$ cat src/rtl/bwalu_pkg.sv
package bwalu_pkg;

  typedef enum logic [2:0] {
    OP_ADD  = 3'd0,
    OP_ADC  = 3'd1,
    OP_SUB  = 3'd2,
    OP_SBB  = 3'd3,
    OP_AND  = 3'd4,
    OP_OR   = 3'd5,
    OP_XOR  = 3'd6,
    OP_PASS = 3'd7
  } alu_op_e;

  localparam int FLAGS_W = 16;
  localparam int FL_CF = 0;
  localparam int FL_PF = 2;
  localparam int FL_AF = 4;
  localparam int FL_ZF = 6;
  localparam int FL_SF = 7;
  localparam int FL_TF = 8;
  localparam int FL_IF = 9;
  localparam int FL_DF = 10;
  localparam int FL_OF = 11;

  localparam logic [FLAGS_W-1:0] USED_MASK =
    (16'd1 << FL_CF) | (16'd1 << FL_PF) | (16'd1 << FL_AF) |
    (16'd1 << FL_ZF) | (16'd1 << FL_SF) | (16'd1 << FL_TF) |
    (16'd1 << FL_IF) | (16'd1 << FL_DF) | (16'd1 << FL_OF);

  typedef struct packed {
    logic cf;
    logic pf;
    logic af;
    logic zf;
    logic sf;
    logic of;
  } stat_t;

  // bit 0 trap, bit 1 interrupt enable, bit 2 direction
  typedef struct packed {
    logic df;
    logic ief;
    logic tf;
  } ctrl_t;

  function automatic logic even_ones(input logic [7:0] v);
    return ~(^v);
  endfunction

  function automatic logic op_is_arith(input alu_op_e op);
    return ~op[2];
  endfunction

  function automatic logic [FLAGS_W-1:0] pack_flags(input stat_t s, input ctrl_t c);
    logic [FLAGS_W-1:0] w;
    w        = '0;
    w[FL_CF] = s.cf;
    w[FL_PF] = s.pf;
    w[FL_AF] = s.af;
    w[FL_ZF] = s.zf;
    w[FL_SF] = s.sf;
    w[FL_OF] = s.of;
    w[FL_TF] = c.tf;
    w[FL_IF] = c.ief;
    w[FL_DF] = c.df;
    return w;
  endfunction

endpackage

$ cat src/rtl/bwalu_adder.sv
module bwalu_adder #(
  parameter int DW = 16
) (
  input  logic          word_i,
  input  logic          sub_i,
  input  logic          cin_i,
  input  logic [DW-1:0] a_i,
  input  logic [DW-1:0] b_i,
  output logic [DW-1:0] sum_o,
  output logic          cy_o,
  output logic          half_o,
  output logic          ovf_o
);
  localparam int HW = DW / 2;

  logic [DW-1:0] wmask;
  logic [DW-1:0] a_m;
  logic [DW-1:0] b_m;
  logic [DW-1:0] b_x;
  logic [DW:0]   tot;
  logic          carry_raw;
  logic          nib_raw;
  logic          a_sgn, b_sgn, r_sgn;

  always_comb begin
    wmask     = word_i ? {DW{1'b1}} : {{(DW-HW){1'b0}}, {HW{1'b1}}};
    a_m       = a_i & wmask;
    b_m       = b_i & wmask;
    b_x       = sub_i ? (~b_m & wmask) : b_m;
    // subtraction: a + ~b + 1 - borrow_in
    tot       = {1'b0, a_m} + {1'b0, b_x} + {{DW{1'b0}}, (sub_i ^ cin_i)};
    carry_raw = word_i ? tot[DW] : tot[HW];
    nib_raw   = a_m[4] ^ b_x[4] ^ tot[4];
    cy_o      = carry_raw ^ sub_i;
    half_o    = nib_raw ^ sub_i;
    a_sgn     = word_i ? a_m[DW-1] : a_m[HW-1];
    b_sgn     = word_i ? b_x[DW-1] : b_x[HW-1];
    r_sgn     = word_i ? tot[DW-1] : tot[HW-1];
    ovf_o     = (a_sgn == b_sgn) && (r_sgn != a_sgn);
    sum_o     = tot[DW-1:0] & wmask;
  end

endmodule

$ cat src/rtl/bwalu_logic.sv
module bwalu_logic
  import bwalu_pkg::*;
#(
  parameter int DW = 16
) (
  input  alu_op_e       op_i,
  input  logic          word_i,
  input  logic [DW-1:0] a_i,
  input  logic [DW-1:0] b_i,
  output logic [DW-1:0] res_o
);
  localparam int HW = DW / 2;

  logic [DW-1:0] raw;

  always_comb begin
    unique case (op_i)
      OP_AND:  raw = a_i & b_i;
      OP_OR:   raw = a_i | b_i;
      OP_XOR:  raw = a_i ^ b_i;
      default: raw = b_i;
    endcase
    res_o = word_i ? raw : {{(DW-HW){1'b0}}, raw[HW-1:0]};
  end

endmodule

$ cat src/rtl/bwalu_flagreg.sv
module bwalu_flagreg
  import bwalu_pkg::*;
(
  input  logic               clk,
  input  logic               rst_n,
  input  logic               st_we_i,
  input  stat_t              st_d_i,
  input  logic               ctrl_we_i,
  input  ctrl_t              ctrl_d_i,
  output logic [FLAGS_W-1:0] flags_o
);
  stat_t st_q;
  ctrl_t ctrl_q;

  always_ff @(posedge clk or negedge rst_n) begin
    if (!rst_n) begin
      st_q   <= '0;
      ctrl_q <= '0;
    end else begin
      if (st_we_i)   st_q   <= st_d_i;
      if (ctrl_we_i) ctrl_q <= ctrl_d_i;
    end
  end

  assign flags_o = pack_flags(st_q, ctrl_q);

  AST_UNUSED_ZERO: assert property (@(posedge clk) disable iff (!rst_n)
    (flags_o & ~USED_MASK) == '0);

  AST_STATUS_HOLD: assert property (@(posedge clk) disable iff (!rst_n)
    ($past(rst_n) && !st_we_i) |=> ($stable(flags_o[FL_CF]) && $stable(flags_o[FL_PF]) &&
      $stable(flags_o[FL_AF]) && $stable(flags_o[FL_ZF]) && $stable(flags_o[FL_SF]) &&
      $stable(flags_o[FL_OF])));

  AST_CTRL_HOLD: assert property (@(posedge clk) disable iff (!rst_n)
    ($past(rst_n) && !ctrl_we_i) |=> $stable(flags_o[FL_DF:FL_TF]));

  AST_CTRL_LOAD: assert property (@(posedge clk) disable iff (!rst_n)
    ctrl_we_i |=> flags_o[FL_DF:FL_TF] == $past(ctrl_d_i));

endmodule

$ cat src/rtl/bw_alu.sv
module bw_alu
  import bwalu_pkg::*;
#(
  parameter int DW = 16
) (
  input  logic               clk,
  input  logic               rst_n,
  input  logic [2:0]         op_i,
  input  logic               word_i,
  input  logic [DW-1:0]      a_i,
  input  logic [DW-1:0]      b_i,
  input  logic               flag_we_i,
  input  logic               ctrl_we_i,
  input  logic [2:0]         ctrl_i,
  output logic [DW-1:0]      result_o,
  output logic [FLAGS_W-1:0] flags_o
);
  localparam int HW = DW / 2;

  alu_op_e       op;
  logic          arith;
  logic          sub_op;
  logic          carry_in;
  logic [DW-1:0] add_sum;
  logic          add_cy;
  logic          add_half;
  logic          add_ovf;
  logic [DW-1:0] log_res;
  stat_t         st_next;
  ctrl_t         ctrl_next;

  assign op        = alu_op_e'(op_i);
  assign arith     = op_is_arith(op);
  assign sub_op    = op_i[1];
  // stored carry feeds ops with carry / borrow in
  assign carry_in  = op_i[0] & flags_o[FL_CF];
  assign ctrl_next = ctrl_t'(ctrl_i);

  bwalu_adder #(.DW(DW)) u_add (
    .word_i (word_i),
    .sub_i  (sub_op),
    .cin_i  (carry_in),
    .a_i    (a_i),
    .b_i    (b_i),
    .sum_o  (add_sum),
    .cy_o   (add_cy),
    .half_o (add_half),
    .ovf_o  (add_ovf)
  );

  bwalu_logic #(.DW(DW)) u_log (
    .op_i   (op),
    .word_i (word_i),
    .a_i    (a_i),
    .b_i    (b_i),
    .res_o  (log_res)
  );

  always_comb begin
    result_o   = arith ? add_sum : log_res;
    st_next.cf = arith & add_cy;
    st_next.af = arith & add_half;
    st_next.of = arith & add_ovf;
    st_next.pf = even_ones(result_o[7:0]);
    st_next.zf = (result_o == '0);
    st_next.sf = word_i ? result_o[DW-1] : result_o[HW-1];
  end

  bwalu_flagreg u_flags (
    .clk       (clk),
    .rst_n     (rst_n),
    .st_we_i   (flag_we_i),
    .st_d_i    (st_next),
    .ctrl_we_i (ctrl_we_i),
    .ctrl_d_i  (ctrl_next),
    .flags_o   (flags_o)
  );

  AST_BYTE_UPPER: assert property (@(posedge clk) disable iff (!rst_n)
    !word_i |-> result_o[DW-1:HW] == '0);

  AST_LOGIC_CLEAR: assert property (@(posedge clk) disable iff (!rst_n)
    (flag_we_i && op_i[2]) |=> (!flags_o[FL_CF] && !flags_o[FL_AF] && !flags_o[FL_OF]));

  AST_ZERO_FLAG: assert property (@(posedge clk) disable iff (!rst_n)
    flag_we_i |=> flags_o[FL_ZF] == ($past(result_o) == '0));

  AST_SIGN_FLAG: assert property (@(posedge clk) disable iff (!rst_n)
    flag_we_i |=> flags_o[FL_SF] == ($past(word_i) ? $past(result_o[DW-1]) : $past(result_o[HW-1])));

endmodule

$ cat config.mk
export PLATFORM = sky130hd
export DESIGN_NAME = bw_alu
export DESIGN_NICKNAME = d
export VERILOG_FILES = /design/src/rtl/bwalu_pkg.sv /design/src/rtl/bwalu_adder.sv /design/src/rtl/bwalu_logic.sv /design/src/rtl/bwalu_flagreg.sv /design/src/rtl/bw_alu.sv
export SDC_FILE = /design/constraint.sdc
export NUM_CORES = 1
export LEC_CHECK = 0
export CAP_MARGIN = 15
export CORE_UTILIZATION = 55
export DETAILED_ROUTE_END_ITERATION = 16
export PLACE_DENSITY = 0.93
export SLEW_MARGIN = 20
export SYNTH_ARGS = -nofsm -noshare
export SYNTH_HDL_FRONTEND = slang
export SYNTH_SLANG_ARGS = --single-unit
$ cat constraint.sdc
create_clock -name clk -period 15.1 [get_ports clk]
set_input_delay 3.02 -clock clk [delete_from_list [all_inputs] [get_ports clk]]
set_output_delay 3.02 -clock clk [all_outputs]
set_load 0.03 [all_outputs]
==> results_dict.tcl <==
set metrics [dict create \
    dieHeight_um 75.6 \
    vdd_drop_max_uv 56.4 \
    num_vias 2911 \
    cts.sinks 9 \
    cp_max_fo 22 \
    async_flop_share 1.00 \
    largest_reg_flops 9 \
    dp_hpwl_um 5930 \
    cts_setup_buffers 0 \
    synth_most_common_cell "inv_1" \
    clk_latency_ps 230 \
    rsz0062_at_grt "no" \
    synth_seq_area_share 0.0756 \
    route.detailed.drc 0 \
    endpoint_kind "output pin" \
    synth_largest_area_cell "ha_1" \
    cts_max_level 1 \
    cap_violations 0 \
    drive_above_1_share 0.0778 \
    antenna_cells 0 \
    setup_violations 0 \
    hp-class "reg2reg" \
    root_buffer "clkbuf_8" \
    syn_avg_cell_area_um2 7.82 \
    overflow 0 \
    timing.fmax_mhz 100 \
    clockBufferDepth 2 \
    nets 534 \
    yosys_warnings 0 \
    worstPathArrival_ps 6960 \
    setup_tns_ps 0 \
    critPathRequiredTime_ps 12080 \
    p_per_area_nw_per_um2 63.0 \
    syn_to_final_growth_pct 24.1 \
    first_global_vias 2752 \
    num-fill-cells 412 \
    start_util 0.576 \
    synth_commonest_cells "59 x inv_1, 51 x ha_1, 34 x nor2_1" \
    status "finished clean" \
    cts_hold_buf 0 \
    coreArea_um2 5170 \
    num_io_pins 75 \
    first_pass_iters 4 \
    io_buffers 67 \
    final_cell_count_no_fill 507 \
    netlist_instances 381 \
    critical-path-slowest-cell "clkdlybuf4s50_1" \
    p_leak_uw 0.00180 \
    path_delay_family "buffers and inverters" \
    initialDrtViolationCount 156 \
    post_cts_resized 0 \
    finalHoldViolCount 0 \
    antenna_found_initial 0 \
    dieArea_um2 5710 \
    grt_max_degree 40 \
    crit_path_start_kind "input port" \
    antenna_left 0 \
    tightest_slew_ps 698 \
    core.rowCount 26 \
    ys.flop_type "dfrtp_1" \
    wire_per_inst_um 14.5 \
    fin_crit_sh 0.661 \
    path_cells "clkdlybuf4s50_1 > buf_4 > nand2_1 > xnor2_1 > fa_1 > fa_1 > a211oi_1 > o21ai_1 > a31oi_1 > nor3_1 > mux2i_1 > or2_2 > clkdlybuf4s50_1" \
    period_minus_slack_ps 9980 \
    slew-limit-headroom 0.522 \
    grt_usage 0.265 \
    maxSlewViolCount 0 \
    synthTopCellsByArea "ha_1 21%, mux4_2 9.8%, dfrtp_1 7.6%" \
    crit_buf_inv 3 \
    clkTransAtPathRegs_ps 40 \
    grt_pass1_wl_um 11800 \
    placed_cells 503 \
    synthesis.area_um2 2980 \
    cts_tree "yes" \
    synth_top_cell_area_share 0.214 \
    die-width_um 75.6 \
    finalClockSkew_ps 2.67 \
    cts_buffers 3 \
    yosys_register_bits 9 \
    place.gp.congestion 0.879 \
    avgViaCountPerCell 5.74 \
    synth_edf_count 0 \
    drt_wl_total_um 7350 \
    ys_types 60 \
    max_stage_delay_ps 590 \
    crit_type "in2out" \
]
layer usage:
metal,GRT usage,up-vias,part of all wire
met5,0,-,0
met4,0.0947,0,0.014
met3,0.0397,14,0.053
met2,0.468,105,0.50
met1,0.326,1366,0.43
li1,-,1426,-
worst reg2reg max path, cell delays in order (launching register included):
cell and delay, ps:
dfrtp_1 390, nand2_1 80, xnor2_1 150, fa_1 440
fa_1 440, a211oi_1 350, o21ai_1 160, a31oi_1 370
o31ai_1 140, a2111oi_0 680, o2111ai_1 210, o311ai_0 130
worst paths after layout:
path | from | to | slack (ps) | cells after the start
max in group asynchronous | rst_n | u_flags.flags_o[2] | 11760 | 1
setup / recovery | op_i[0] | result_o[14] | 5120 | 13
setup reg to reg | u_flags.flags_o[0] | u_flags.flags_o[0] | 11450 | 11
min in group asynchronous | rst_n | u_flags.flags_o[11] | 3070 | 1
hold reg to reg | u_flags.flags_o[4] | u_flags.flags_o[4] | 490 | 1
hold / removal | u_flags.flags_o[4] | u_flags.flags_o[4] | 490 | 1
per-stage QoR:
step | hold slack, ps | total power [uW] | utilization | setup WS [ps] | instance area (um2)
5_1_grt | 520 | 252 | 0.715 | 4880 | 3700
6_report | 494 | 233 | 0.715 | 5120 | 3700
4_1_cts | 490 | 233 | 0.715 | 5140 | 3700
3_5_place_dp | 479 | 204 | 0.706 | 5150 | 3650
2_1_floorplan | 668 | 150 | - | 5740 | 3000
3_3_place_gp | 486 | 200 | 0.706 | 5210 | 3650
cell families (layout without fill, tap and decap cells):
| kind of cell | after synthesis | in the layout | synth area share |
|---|---|---|---|
| DFF | 9 | 9 | 0.0756 |
| buffers and inverters | 83 | 133 | 0.117 |
| adders and majority gates | 53 | 53 | 0.228 |
| other | 1 | 7 | 0.00126 |
| and+or+nand+nor | 100 | 100 | 0.167 |
| AOI/OAI and AO/OA | 85 | 85 | 0.199 |
| xor gates and xnor gates | 28 | 28 | 0.0823 |
| muxes | 22 | 22 | 0.131 |
layout make-up:
| type | instances | area [um2] | area share |
|---|---|---|---|
| inverter | 59 | 221 | 0.0599 |
| timing repair buffer | 70 | 688 | 0.186 |
| multi-input combinational | 295 | 2430 | 0.657 |
| sequential | 9 | 225 | 0.0609 |
| tap | 70 | 87.6 | 0.0237 |
| clock buffer | 4 | 45.0 | 0.0122 |
power by group:
part,internal [uW],switching [uW],total (uW)
clock network,18.4,9.08,27.4
logic,79.0,96.4,175
registers,28.1,2.02,30.1
layout by cell type, fill, tap and decap left out, types with 3 or more instances in the layout:
cell type,n
and2_1,7
mux2i_1,4
o21ai_0,18
nor2_1,34
nand2b_1,5
a211oi_1,3
nor3_1,7
clkbuf_8,3
dfrtp_1,9
a21oi_1,17
clkdlybuf4s50_1,66
buf_4,3
nand3_1,7
o22ai_1,3
mux4_2,13
xnor2_1,16
a21o_1,9
conb_1,7
a31oi_1,5
o211ai_1,3
o2111ai_1,4
o31ai_1,3
nand2_1,19
mux2_2,5
xor2_1,12
ha_1,51
inv_1,59
or3_1,4
Power figures use the tool's default switching activity.
